File: config.mk
export PLATFORM = sky130hd
export DESIGN_NAME = fence_slot_alloc
export DESIGN_NICKNAME = d
export VERILOG_FILES = /design/src/rtl/fa_pkg.sv /design/src/rtl/fa_free_finder.sv /design/src/rtl/fa_lru_matrix.sv /design/src/rtl/fence_slot_alloc.sv
export SDC_FILE = /design/constraint.sdc
export NUM_CORES = 1
export LEC_CHECK = 0
export BUFFER_PORTS_ARGS = -buffer_cell sky130_fd_sc_hd__buf_2
export CELL_PAD_IN_SITES_DETAIL_PLACEMENT = 1
export CELL_PAD_IN_SITES_GLOBAL_PLACEMENT = 2
export CORE_UTILIZATION = 30
export CTS_BUF_LIST = sky130_fd_sc_hd__clkbuf_16
export DETAILED_ROUTE_END_ITERATION = 7
export PLACE_DENSITY = 0.72
export SYNTH_ARGS = -nofsm -noshare
export SYNTH_HDL_FRONTEND = slang
export SYNTH_SLANG_ARGS = --single-unit
File: constraint.sdc
create_clock -name clk -period 7.4 [get_ports clk]
set_input_delay 1.11 -clock clk [delete_from_list [all_inputs] [get_ports clk]]
set_output_delay 1.11 -clock clk [all_outputs]
set_load 0.005 [all_outputs]
File: src/rtl/fa_pkg.sv
// Shared encodings for the fence slot allocator.
package fa_pkg;
    typedef enum logic [2:0] {
        OP_GET     = 3'd0,
        OP_RELEASE = 3'd1,
        OP_PIN     = 3'd2,
        OP_UNPIN   = 3'd3,
        OP_RESTORE = 3'd4
    } op_e;

    typedef enum logic [2:0] {
        ST_OK      = 3'd0,
        ST_RETRY   = 3'd1,
        ST_NOSLOT  = 3'd2,
        ST_REFUSED = 3'd3,
        ST_PINERR  = 3'd4
    } status_e;
endpackage

File: src/rtl/fa_free_finder.sv
// Finds the lowest empty slot at or above FIRST_SLOT.
// Assumes: empty_mask bit i is 1 when slot i holds no owner.
module fa_free_finder #(
    parameter int SLOTS      = 8,
    parameter int FIRST_SLOT = 2,
    localparam int SLOT_W    = $clog2(SLOTS)
) (
    input  logic [SLOTS-1:0]  empty_mask,
    output logic              found,
    output logic [SLOT_W-1:0] idx
);
    // Priority scan from the top down so the lowest index wins.
    always_comb begin
        found = 1'b0;
        idx   = '0;
        for (int i = SLOTS - 1; i >= FIRST_SLOT; i--) begin
            if (empty_mask[i]) begin
                found = 1'b1;
                idx   = SLOT_W'(i);
            end
        end
    end
endmodule

File: src/rtl/fa_lru_matrix.sv
// Age matrix over all slots: older_q[i][j]=1 means slot i was used before slot j.
// Assumes: at most one touch per clock; the relation is a total order from reset.
module fa_lru_matrix #(
    parameter int SLOTS   = 8,
    localparam int SLOT_W = $clog2(SLOTS)
) (
    input  logic              clk,
    input  logic              rst_n,
    input  logic              touch_en,
    input  logic [SLOT_W-1:0] touch_idx,
    input  logic [SLOTS-1:0]  cand_mask,
    output logic              found,
    output logic [SLOT_W-1:0] oldest_idx
);
    logic [SLOTS-1:0] older_q [SLOTS];
    logic [SLOTS-1:0] is_oldest;

    // Reset ranks lower indices as older; a touch makes the slot youngest.
    always_ff @(posedge clk) begin
        if (!rst_n) begin
            for (int i = 0; i < SLOTS; i++)
                for (int j = 0; j < SLOTS; j++)
                    older_q[i][j] <= (i < j);
        end else if (touch_en) begin
            for (int j = 0; j < SLOTS; j++) begin
                if (SLOT_W'(j) != touch_idx) begin
                    older_q[touch_idx][j] <= 1'b0;
                    older_q[j][touch_idx] <= 1'b1;
                end
            end
        end
    end

    // A candidate is oldest when it is older than every other candidate.
    always_comb begin
        for (int i = 0; i < SLOTS; i++) begin
            is_oldest[i] = cand_mask[i];
            for (int j = 0; j < SLOTS; j++)
                if (j != i && cand_mask[j] && !older_q[i][j])
                    is_oldest[i] = 1'b0;
        end
    end

    // Encode the single oldest candidate.
    always_comb begin
        found      = |is_oldest;
        oldest_idx = '0;
        for (int i = 0; i < SLOTS; i++)
            if (is_oldest[i]) oldest_idx = SLOT_W'(i);
    end
endmodule

File: src/rtl/fence_slot_alloc.sv
// Fence slot allocator: owner table, pin counters, restore walker.
// Picks a slot by ownership hit, then lowest empty slot, then LRU unpinned slot.
// Assumes: op_slot < SLOTS; one operation per clock; each ID holds at most one slot.
module fence_slot_alloc
    import fa_pkg::*;
#(
    parameter int SLOTS      = 8,
    parameter int FIRST_SLOT = 2,
    parameter int ID_W       = 8,
    parameter int PIN_W      = 3,
    localparam int SLOT_W    = $clog2(SLOTS)
) (
    input  logic              clk,
    input  logic              rst_n,
    input  logic              op_valid,
    input  logic [2:0]        op_code,
    input  logic [ID_W-1:0]   op_id,
    input  logic [SLOT_W-1:0] op_slot,
    input  logic              op_dirty,
    input  logic              retry_hint,
    output logic              busy,
    output logic              rsp_valid,
    output logic [2:0]        rsp_status,
    output logic [SLOT_W-1:0] rsp_slot,
    output logic              cmd_valid,
    output logic              cmd_clear,
    output logic [SLOT_W-1:0] cmd_slot,
    output logic [ID_W-1:0]   cmd_id,
    output logic              lost_valid,
    output logic [ID_W-1:0]   lost_id
);
    localparam logic [PIN_W-1:0] PIN_MAX = '1;

    logic [SLOTS-1:0]  valid_q;
    logic [ID_W-1:0]   owner_q [SLOTS];
    logic [PIN_W-1:0]  pin_q   [SLOTS];
    logic [SLOT_W-1:0] walk_q;

    logic              accept, is_get;
    logic [SLOTS-1:0]  hit_vec, cand_mask;
    logic              hit, free_found, victim_found, grant;
    logic [SLOT_W-1:0] hit_idx, free_idx, victim_idx, grant_idx;

    assign accept = op_valid && !busy;
    assign is_get = accept && (op_code == OP_GET);

    // Ownership lookup and steal-candidate mask.
    always_comb begin
        hit_idx = '0;
        for (int i = 0; i < SLOTS; i++) begin
            hit_vec[i]   = valid_q[i] && (owner_q[i] == op_id);
            cand_mask[i] = valid_q[i] && (pin_q[i] == '0) && (i >= FIRST_SLOT);
            if (hit_vec[i]) hit_idx = SLOT_W'(i);
        end
        hit = |hit_vec;
    end

    fa_free_finder #(.SLOTS(SLOTS), .FIRST_SLOT(FIRST_SLOT)) u_free (
        .empty_mask (~valid_q),
        .found      (free_found),
        .idx        (free_idx)
    );

    fa_lru_matrix #(.SLOTS(SLOTS)) u_lru (
        .clk        (clk),
        .rst_n      (rst_n),
        .touch_en   (is_get && grant),
        .touch_idx  (grant_idx),
        .cand_mask  (cand_mask),
        .found      (victim_found),
        .oldest_idx (victim_idx)
    );

    // Select the granted slot by priority: hit, empty, LRU victim.
    always_comb begin
        grant     = hit || free_found || victim_found;
        grant_idx = hit ? hit_idx : (free_found ? free_idx : victim_idx);
    end

    // Operation execution, restore walk and registered outputs.
    always_ff @(posedge clk) begin
        if (!rst_n) begin
            busy       <= 1'b0;
            walk_q     <= '0;
            rsp_valid  <= 1'b0;
            rsp_status <= ST_OK;
            rsp_slot   <= '0;
            cmd_valid  <= 1'b0;
            cmd_clear  <= 1'b0;
            cmd_slot   <= '0;
            cmd_id     <= '0;
            lost_valid <= 1'b0;
            lost_id    <= '0;
            valid_q    <= '0;
            for (int i = 0; i < SLOTS; i++) begin
                owner_q[i] <= '0;
                pin_q[i]   <= '0;
            end
        end else begin
            rsp_valid  <= 1'b0;
            cmd_valid  <= 1'b0;
            lost_valid <= 1'b0;
            if (busy) begin
                cmd_valid <= 1'b1;
                cmd_slot  <= walk_q;
                cmd_clear <= !valid_q[walk_q];
                cmd_id    <= owner_q[walk_q];
                if (walk_q == SLOT_W'(SLOTS - 1)) busy <= 1'b0;
                walk_q <= walk_q + 1'b1;
            end else if (op_valid) begin
                rsp_slot <= op_slot;
                case (op_code)
                    OP_GET: begin
                        rsp_valid <= 1'b1;
                        if (grant) begin
                            rsp_status <= ST_OK;
                            rsp_slot   <= grant_idx;
                            if (!hit || op_dirty) begin
                                cmd_valid <= 1'b1;
                                cmd_clear <= 1'b0;
                                cmd_slot  <= grant_idx;
                                cmd_id    <= op_id;
                            end
                            if (!hit && !free_found) begin
                                lost_valid <= 1'b1;
                                lost_id    <= owner_q[victim_idx];
                            end
                            valid_q[grant_idx] <= 1'b1;
                            owner_q[grant_idx] <= op_id;
                        end else begin
                            rsp_status <= retry_hint ? ST_RETRY : ST_NOSLOT;
                        end
                    end
                    OP_RELEASE: begin
                        rsp_valid <= 1'b1;
                        if (pin_q[op_slot] != '0) begin
                            rsp_status <= ST_REFUSED;
                        end else begin
                            rsp_status <= ST_OK;
                            if (valid_q[op_slot]) begin
                                cmd_valid        <= 1'b1;
                                cmd_clear        <= 1'b1;
                                cmd_slot         <= op_slot;
                                valid_q[op_slot] <= 1'b0;
                            end
                        end
                    end
                    OP_PIN: begin
                        rsp_valid <= 1'b1;
                        if (pin_q[op_slot] == PIN_MAX) begin
                            rsp_status <= ST_PINERR;
                        end else begin
                            rsp_status     <= ST_OK;
                            pin_q[op_slot] <= pin_q[op_slot] + 1'b1;
                        end
                    end
                    OP_UNPIN: begin
                        rsp_valid <= 1'b1;
                        if (pin_q[op_slot] == '0) begin
                            rsp_status <= ST_PINERR;
                        end else begin
                            rsp_status     <= ST_OK;
                            pin_q[op_slot] <= pin_q[op_slot] - 1'b1;
                        end
                    end
                    OP_RESTORE: begin
                        busy   <= 1'b1;
                        walk_q <= '0;
                    end
                    default: ;
                endcase
            end
        end
    end
endmodule

==> qor.csv, run 1 <==
stage,metric,value,unit
sta,min_period,4.62,ns
sta,finalSetupTns,0,ns
sta,finalHoldViolCount,0,
sta,post-route-period-util,0.624,
floorplan,die_w,174,µm
sta,rsz0062_at_grt,no,
layout,fin_area,0.00992,mm²
sta,worstMarginPinSlew,1.12,ns
critical_path,path_cells,or4b_1 > or4_1 > a21boi_4 > a21oi_1 > mux2i_2 > buf_4 > nor4b_4 > nand2b_1,
global_routing,grt_max_degree,77,
floorplan,initial_core_util,0.306,
clock_network,hold_buffers,0,
synthesis,yosys_warnings,0,
clock_network,numCtsBuffers,17,
layout,drive_gt1_frac,0.180,
synthesis,syn-instance-count,832,
floorplan,rows,62,
critical_path,startpoint_type,flop,
min_path,hold-path-endpoint,lost_id[2]$_SDFFE_PN0P_,
synthesis,synth.avg_cell_area,10.6,µm²
synthesis,ys_ff_latch,162,
detailed_routing,wire_per_inst,21.6,µm
placed_design,placed_cells,1203,
layout,fin_cells,1235,
critical_path,critPathArrivalTime,4.71,ns
detailed_routing,ant_nets,0,
clock_network,cts_resized,0,
floorplan,die_area,0.0301,mm²
synthesis,synth_area,0.00883,mm²
sta,worst_clock_skew,0.0137,ns
floorplan,num_io_pins,49,
critical_path,critical_path_class,reg2reg,
synthesis,synthArstFlopShare,0,
layout,final_cell_mix,"edfxtp_1, dfxtp_1, and2_1",
critical_path,worstPathBufferInverterCount,1,
sta,fmax,216,MHz
synthesis,synth_top_cell_area_share,0.299,
critical_path,slowest_delay,0.75,ns
placed_design,placed_cell_area,0.00933,mm²
sta,setup_viol,0,
sta,hold-worst-slack,0.459,ns
placed_design,gp_congestion,0.796,
critical_path,cpLargestDelayFamily,simple AND/OR/NAND/NOR gates,
min_path,min_from,lost_id[2]$_SDFFE_PN0P_,
synthesis,synth_seq_area_share,0.467,
global_routing,grt_pass1_vias,6852,
layout,area_delta_synth_final,12.3,%
min_path,hp-class,reg2reg,
critical_path,endpoint_kind,flop,
clock_network,cts_setup_buffers,0,
flow_run,maxCapViolations,0,
global_routing,antenna_found_initial,3,
clock_network,clock_latency,0.45,ns
pwr,total_power,2.08,mW
min_path,hold_depth,2,
clock_network,cts-root-buf,clkbuf_16,
critical_path,slowest_stage,or4_1,
detailed_routing,drc,0,
detailed_routing,drtIter0Drc,456,
detailed_routing,dr.pass1.iters,5,
clock_network,cts_max_path_buffers,2,
clock_network,cts_tree,built,
layout,fillers,3195,
critical_path,r2r-start,valid_q[6]$_SDFFE_PN0P_,
pwr,p_leak,3.92,nW
detailed_routing,via_per_inst,5.31,
synthesis,synth_largest_area_cell,edfxtp_1,
clock_network,clk_pin_slew,0.07,ns
clock_network,htree_levels,4,
pwr,ir_worst_vdd,0.150,mV
placed_design,place_ws,2.46,ns
synthesis,syn_nets,854,
critical_path,r2r_slack,2.78,ns
floorplan,design.core.area,0.0289,mm²
placed_design,port_buffers,48,
layout,fin_util,0.344,
global_routing,grt_first_pass_wirelength,42100,µm
status,outcome,"finished, final reports clean",
synthesis,yosysUniqueCellTypes,72,
global_routing,grt_overflow_total,0,
detailed_routing,drt-total-wl,26700,µm
critical_path,rr_worst_depth,8,
sta,slew_viol_final,0,
clock_network,clock-sinks,162,
global_routing,grt_use_total,0.183,
floorplan,die_h,174,µm
layout,nets,860,
layout,layout_commonest_cell,edfxtp_1,
synthesis,synthFlopType,edfxtp_1,
sta,worst_slack,2.78,ns
critical_path,critPathRequiredTime,7.49,ns
synthesis,synth_area_leaders,"edfxtp_1, dfxtp_1, and2_1, mux4_2, xnor2_1",
critical_path,timing.rr.end,owner_q[0][4]$_SDFFCE_PN0P_,
placed_design,detailed_place_hpwl,18800,µm
sta,slew_headroom,0.252,
detailed_routing,vias,6562,
pwr,powerDensity,209,mW/mm²
synthesis,synth-edff-count,88,
critical_path,crit_fanout,20,
layout,diodes,0,
state kept, by name, summed over array words and instances (netlist names), 3 cells and up, named ones only:
name	flops
pin_q	24
owner_q	64
rsp_status	3
rsp_slot	3
cmd_slot	3
lost_id	8
cmd_id	8
walk_q	3
u_lru.older_q	30
valid_q	8
power by group:
group | internal, mW | switching [mW]
Combinational | 0.0613 | 0.108
Clock | 0.495 | 0.417
Sequential | 0.972 | 0.0237
Total | 1.53 | 0.548
layout make-up:
cell class | instances | area, µm² | area share
flip-flops and latches | 162 | 4120 | 0.416
well taps | 384 | 480 | 0.0484
multi-input cells | 579 | 4340 | 0.438
repair buffers | 55 | 293 | 0.0295
clock inverters | 14 | 143 | 0.0144
inverters | 23 | 86.3 | 0.00870
clock buffers | 18 | 450 | 0.0454
cells by family after synthesis:
kind of cell    share of synthesized area
compound gates                      0.127
flops                               0.467
xor+xnor                           0.0655
fa+ha+maj                         0.00510
mux                                 0.102
simple gates                        0.192
buf+inv                            0.0418
cell usage after synthesis, types with 12 or more instances:
cell,number
a21oi_1,19
a31oi_1,17
and2_1,71
buf_2,13
clkbuf_1,42
dfxtp_1,74
edfxtp_1,88
inv_1,23
mux2_2,25
mux2i_1,21
mux4_2,18
nand2_1,53
nand3_1,15
nand4_1,12
nor2_1,50
nor3_1,18
o211a_1,17
o21ai_0,28
o22ai_1,28
xnor2_1,44
xor2_1,22
worst register-to-register path, cell delays in order (launching register included):
cell	delay [ns]
dfxtp_1	0.55
or4b_1	0.65
or4_1	0.75
a21boi_4	0.63
a21oi_1	0.18
mux2i_2	0.16
buf_4	0.28
nor4b_4	0.57
nand2b_1	0.50
per-layer routing:
metal / GRT usage / routed length, µm / vias to the layer above
li1: - / - / 3062
met1: 0.260 / 13000 / 3362
met2: 0.290 / 12300 / 116
met4: 0.0508 / 319 / 2
met5: 0 / 8 / -
met3: 0.0279 / 1060 / 20
worst max-delay path by stage:
stage	start	endpoint	slack, ns	cells after the start
floorplan	op_id[7]	owner_q[1][0]$_SDFFCE_PN0P_	3.15	12
global placement	op_slot[0]	pin_q[1][2]$_SDFFCE_PN0P_	2.60	10
detailed placement	op_slot[0]	pin_q[1][2]$_SDFFCE_PN0P_	2.46	10
CTS	valid_q[6]$_SDFFE_PN0P_	owner_q[0][4]$_SDFFCE_PN0P_	2.77	8
global route	valid_q[6]$_SDFFE_PN0P_	owner_q[0][5]$_SDFFCE_PN0P_	2.52	9
finish	valid_q[6]$_SDFFE_PN0P_	owner_q[0][4]$_SDFFCE_PN0P_	2.78	8
(Power assumes the default switching activity.)
==> run 2: changes to the inputs <==
clock period = 4.3 ns   (was 7.4 ns; I/O delays follow)
==> run 2 against run 1 <==
Cell area rose by 2.4%. Clock power rose by 60%. First-iteration DRC count rose by 4.8%. Die area did not move. Hold slack got worse by 0.0067 ns. Non-clock buffer count rose by 36. Setup slack got worse by 2.4 ns. Combinational power rose by 78%. Clock skew fell by 0.0021 ns. Flip-flop and latch count did not move. Cell count rose by 2.9%. Critical path type unchanged. Critical endpoint is now owner_q[5][7]$_SDFFCE_PN0P_. Largest power group unchanged.
==> qor.csv, run 2 (synthesis gave the netlist of run 1 again) <==
stage,metric,value,unit
critical_path,critPathArrivalTime,4.00,ns
critical_path,endpoint_kind,flop,
critical_path,critical_path_class,reg2reg,
clock_network,cts_resized,0,
sta,worstMarginPinSlew,1.04,ns
floorplan,design.core.area,0.0289,mm²
layout,layout_commonest_cell,edfxtp_1,
global_routing,antenna_found_initial,0,
detailed_routing,wire_per_inst,20.4,µm
pwr,ir_worst_vdd,0.209,mV
detailed_routing,drt-total-wl,26000,µm
sta,post-route-period-util,0.909,
critical_path,critPathRequiredTime,4.39,ns
sta,slew_viol_final,0,
layout,fillers,3207,
clock_network,cts_setup_buffers,0,
layout,area_delta_synth_final,15.0,%
clock_network,numCtsBuffers,17,
clock_network,hold_buffers,0,
floorplan,die_h,174,µm
layout,multiInputGateArea,0.00434,mm²
critical_path,path_cells,or4b_1 > or4_1 > a21boi_4 > a21oi_1 > mux2i_2 > buf_4 > or4_1 > nand2_1,
clock_network,clock_latency,0.44,ns
layout,diodes,0,
status,outcome,"finished, final reports clean",
sta,worst_clock_skew,0.0116,ns
critical_path,slowest_stage,or4b_1,
clock_network,htree_levels,4,
placed_design,placed_cell_area,0.00961,mm²
floorplan,initial_core_util,0.306,
sta,slew_headroom,0.307,
critical_path,crit_fanout,17,
layout,largest_register,owner_q,
critical_path,crit_path_frequent_cell,or4_1,
sta,min_period,3.91,ns
detailed_routing,drc,0,
placed_design,port_buffers,48,
floorplan,die_w,174,µm
sta,setup_viol,0,
clock_network,clock-sinks,162,
global_routing,grt_overflow_total,0,
sta,finalSetupTns,0,ns
sta,fmax,256,MHz
detailed_routing,dr.pass1.iters,5,
global_routing,grt_pass1_vias,6836,
floorplan,rows,62,
layout,register_area,0.00412,mm²
layout,final_cell_mix,"edfxtp_1, dfxtp_1, and2_1",
min_path,hp-class,reg2reg,
placed_design,detailed_place_hpwl,19200,µm
min_path,min_from,lost_id[6]$_SDFFE_PN0P_,
detailed_routing,drtIter0Drc,478,
layout,top_regs,"owner_q (64), u_lru.older_q (30), pin_q (24)",
clock_network,clk_pin_slew,0.07,ns
layout,drive_gt1_frac,0.212,
global_routing,grt_first_pass_wirelength,41000,µm
critical_path,slowest_delay,0.72,ns
clock_network,cts-root-buf,clkbuf_16,
floorplan,die_area,0.0301,mm²
layout,largest_reg_flops,64,
placed_design,gp_congestion,0.824,
critical_path,startpoint_type,flop,
floorplan,num_io_pins,49,
clock_network,cts_max_path_buffers,2,
critical_path,cp-startpoint,pin_q[7][1]$_SDFFCE_PN0P_,
global_routing,grt_use_total,0.178,
detailed_routing,vias,6660,
critical_path,r2r-start,pin_q[7][1]$_SDFFCE_PN0P_,
sta,rsz0062_at_grt,no,
sta,finalHoldViolCount,0,
layout,fin_area,0.0102,mm²
global_routing,grt_max_degree,57,
flow_run,maxCapViolations,0,
pwr,powerDensity,342,mW/mm²
pwr,p_leak,4.08,nW
detailed_routing,via_per_inst,5.24,
clock_network,cts_tree,built,
layout,nets,896,
detailed_routing,ant_nets,0,
==> run 2: cell types whose count changed in the layout (fill, tap and decap cells not counted) <==
cell	change
buf_12	+1
buf_4	+35
bufinv_16	-1
clkinv_4	+1
clkinvlp_4	-1
inv_1	+1
inv_4	+3
inv_6	+1
inv_8	-4
==> run 2: stage by stage <==
| stage | worst slack, ns | util | cells | hold WS (ns) | power [mW] |
|---|---|---|---|---|---|
| detailed placement | 0.335 | 0.333 | 1239 | 0.440 | 2.05 |
| floorplan | 0.517 | - | 832 | 0.432 | 1.93 |
| global route | 0.185 | 0.352 | 1271 | 0.481 | 3.60 |
| global placement | 0.394 | 0.333 | 1239 | 0.444 | 2.05 |
| finish | 0.392 | 0.352 | 1271 | 0.453 | 3.47 |
| CTS | 0.352 | 0.352 | 1271 | 0.458 | 3.51 |
==> run 2: final timing paths <==
| path | slack [ns] | to | depth (start not counted) |
|---|---|---|---|
| max reg2reg | 0.39 | owner_q[5][7]$_SDFFCE_PN0P_ | 8 |
| min | 0.45 | lost_id[6]$_SDFFE_PN0P_ | 2 |
| min reg2reg | 0.45 | lost_id[6]$_SDFFE_PN0P_ | 2 |
| max | 0.39 | owner_q[5][7]$_SDFFCE_PN0P_ | 8 |
==> run 2: power by group <==
group | total [mW] | switching (mW) | leakage, nW | internal [mW]
clock network | 1.46 | 0.679 | 0.277 | 0.778
registers | 1.72 | 0.0429 | 1.51 | 1.67
logic | 0.301 | 0.181 | 2.30 | 0.120
==> run 2: area by class of cell <==
type / instances / area share
clock inverters: 14 / 0.00985
clock buffers: 18 / 0.0443
well taps: 384 / 0.0473
flip-flops and latches: 162 / 0.406
multi-input cells: 579 / 0.427
repair buffers: 91 / 0.0567
inverters: 23 / 0.00850
==> run 2: worst max-delay path, delay by kind of cell, from the launching register on <==
kind	cells	cell delay, ns
AOI/OAI and AO/OA	2	0.52
buffers and inverters	1	0.20
DFF	1	0.39
muxes	1	0.13
and+or+nand+nor	4	2.31
==> run 2: layer usage <==
metal	global-route usage	vias to the layer above	wire length, µm
met5	0	-	0
met4	0.0534	0	406
met3	0.0296	26	963
met2	0.280	145	11900
met1	0.249	3356	12700
li1	-	3133	-
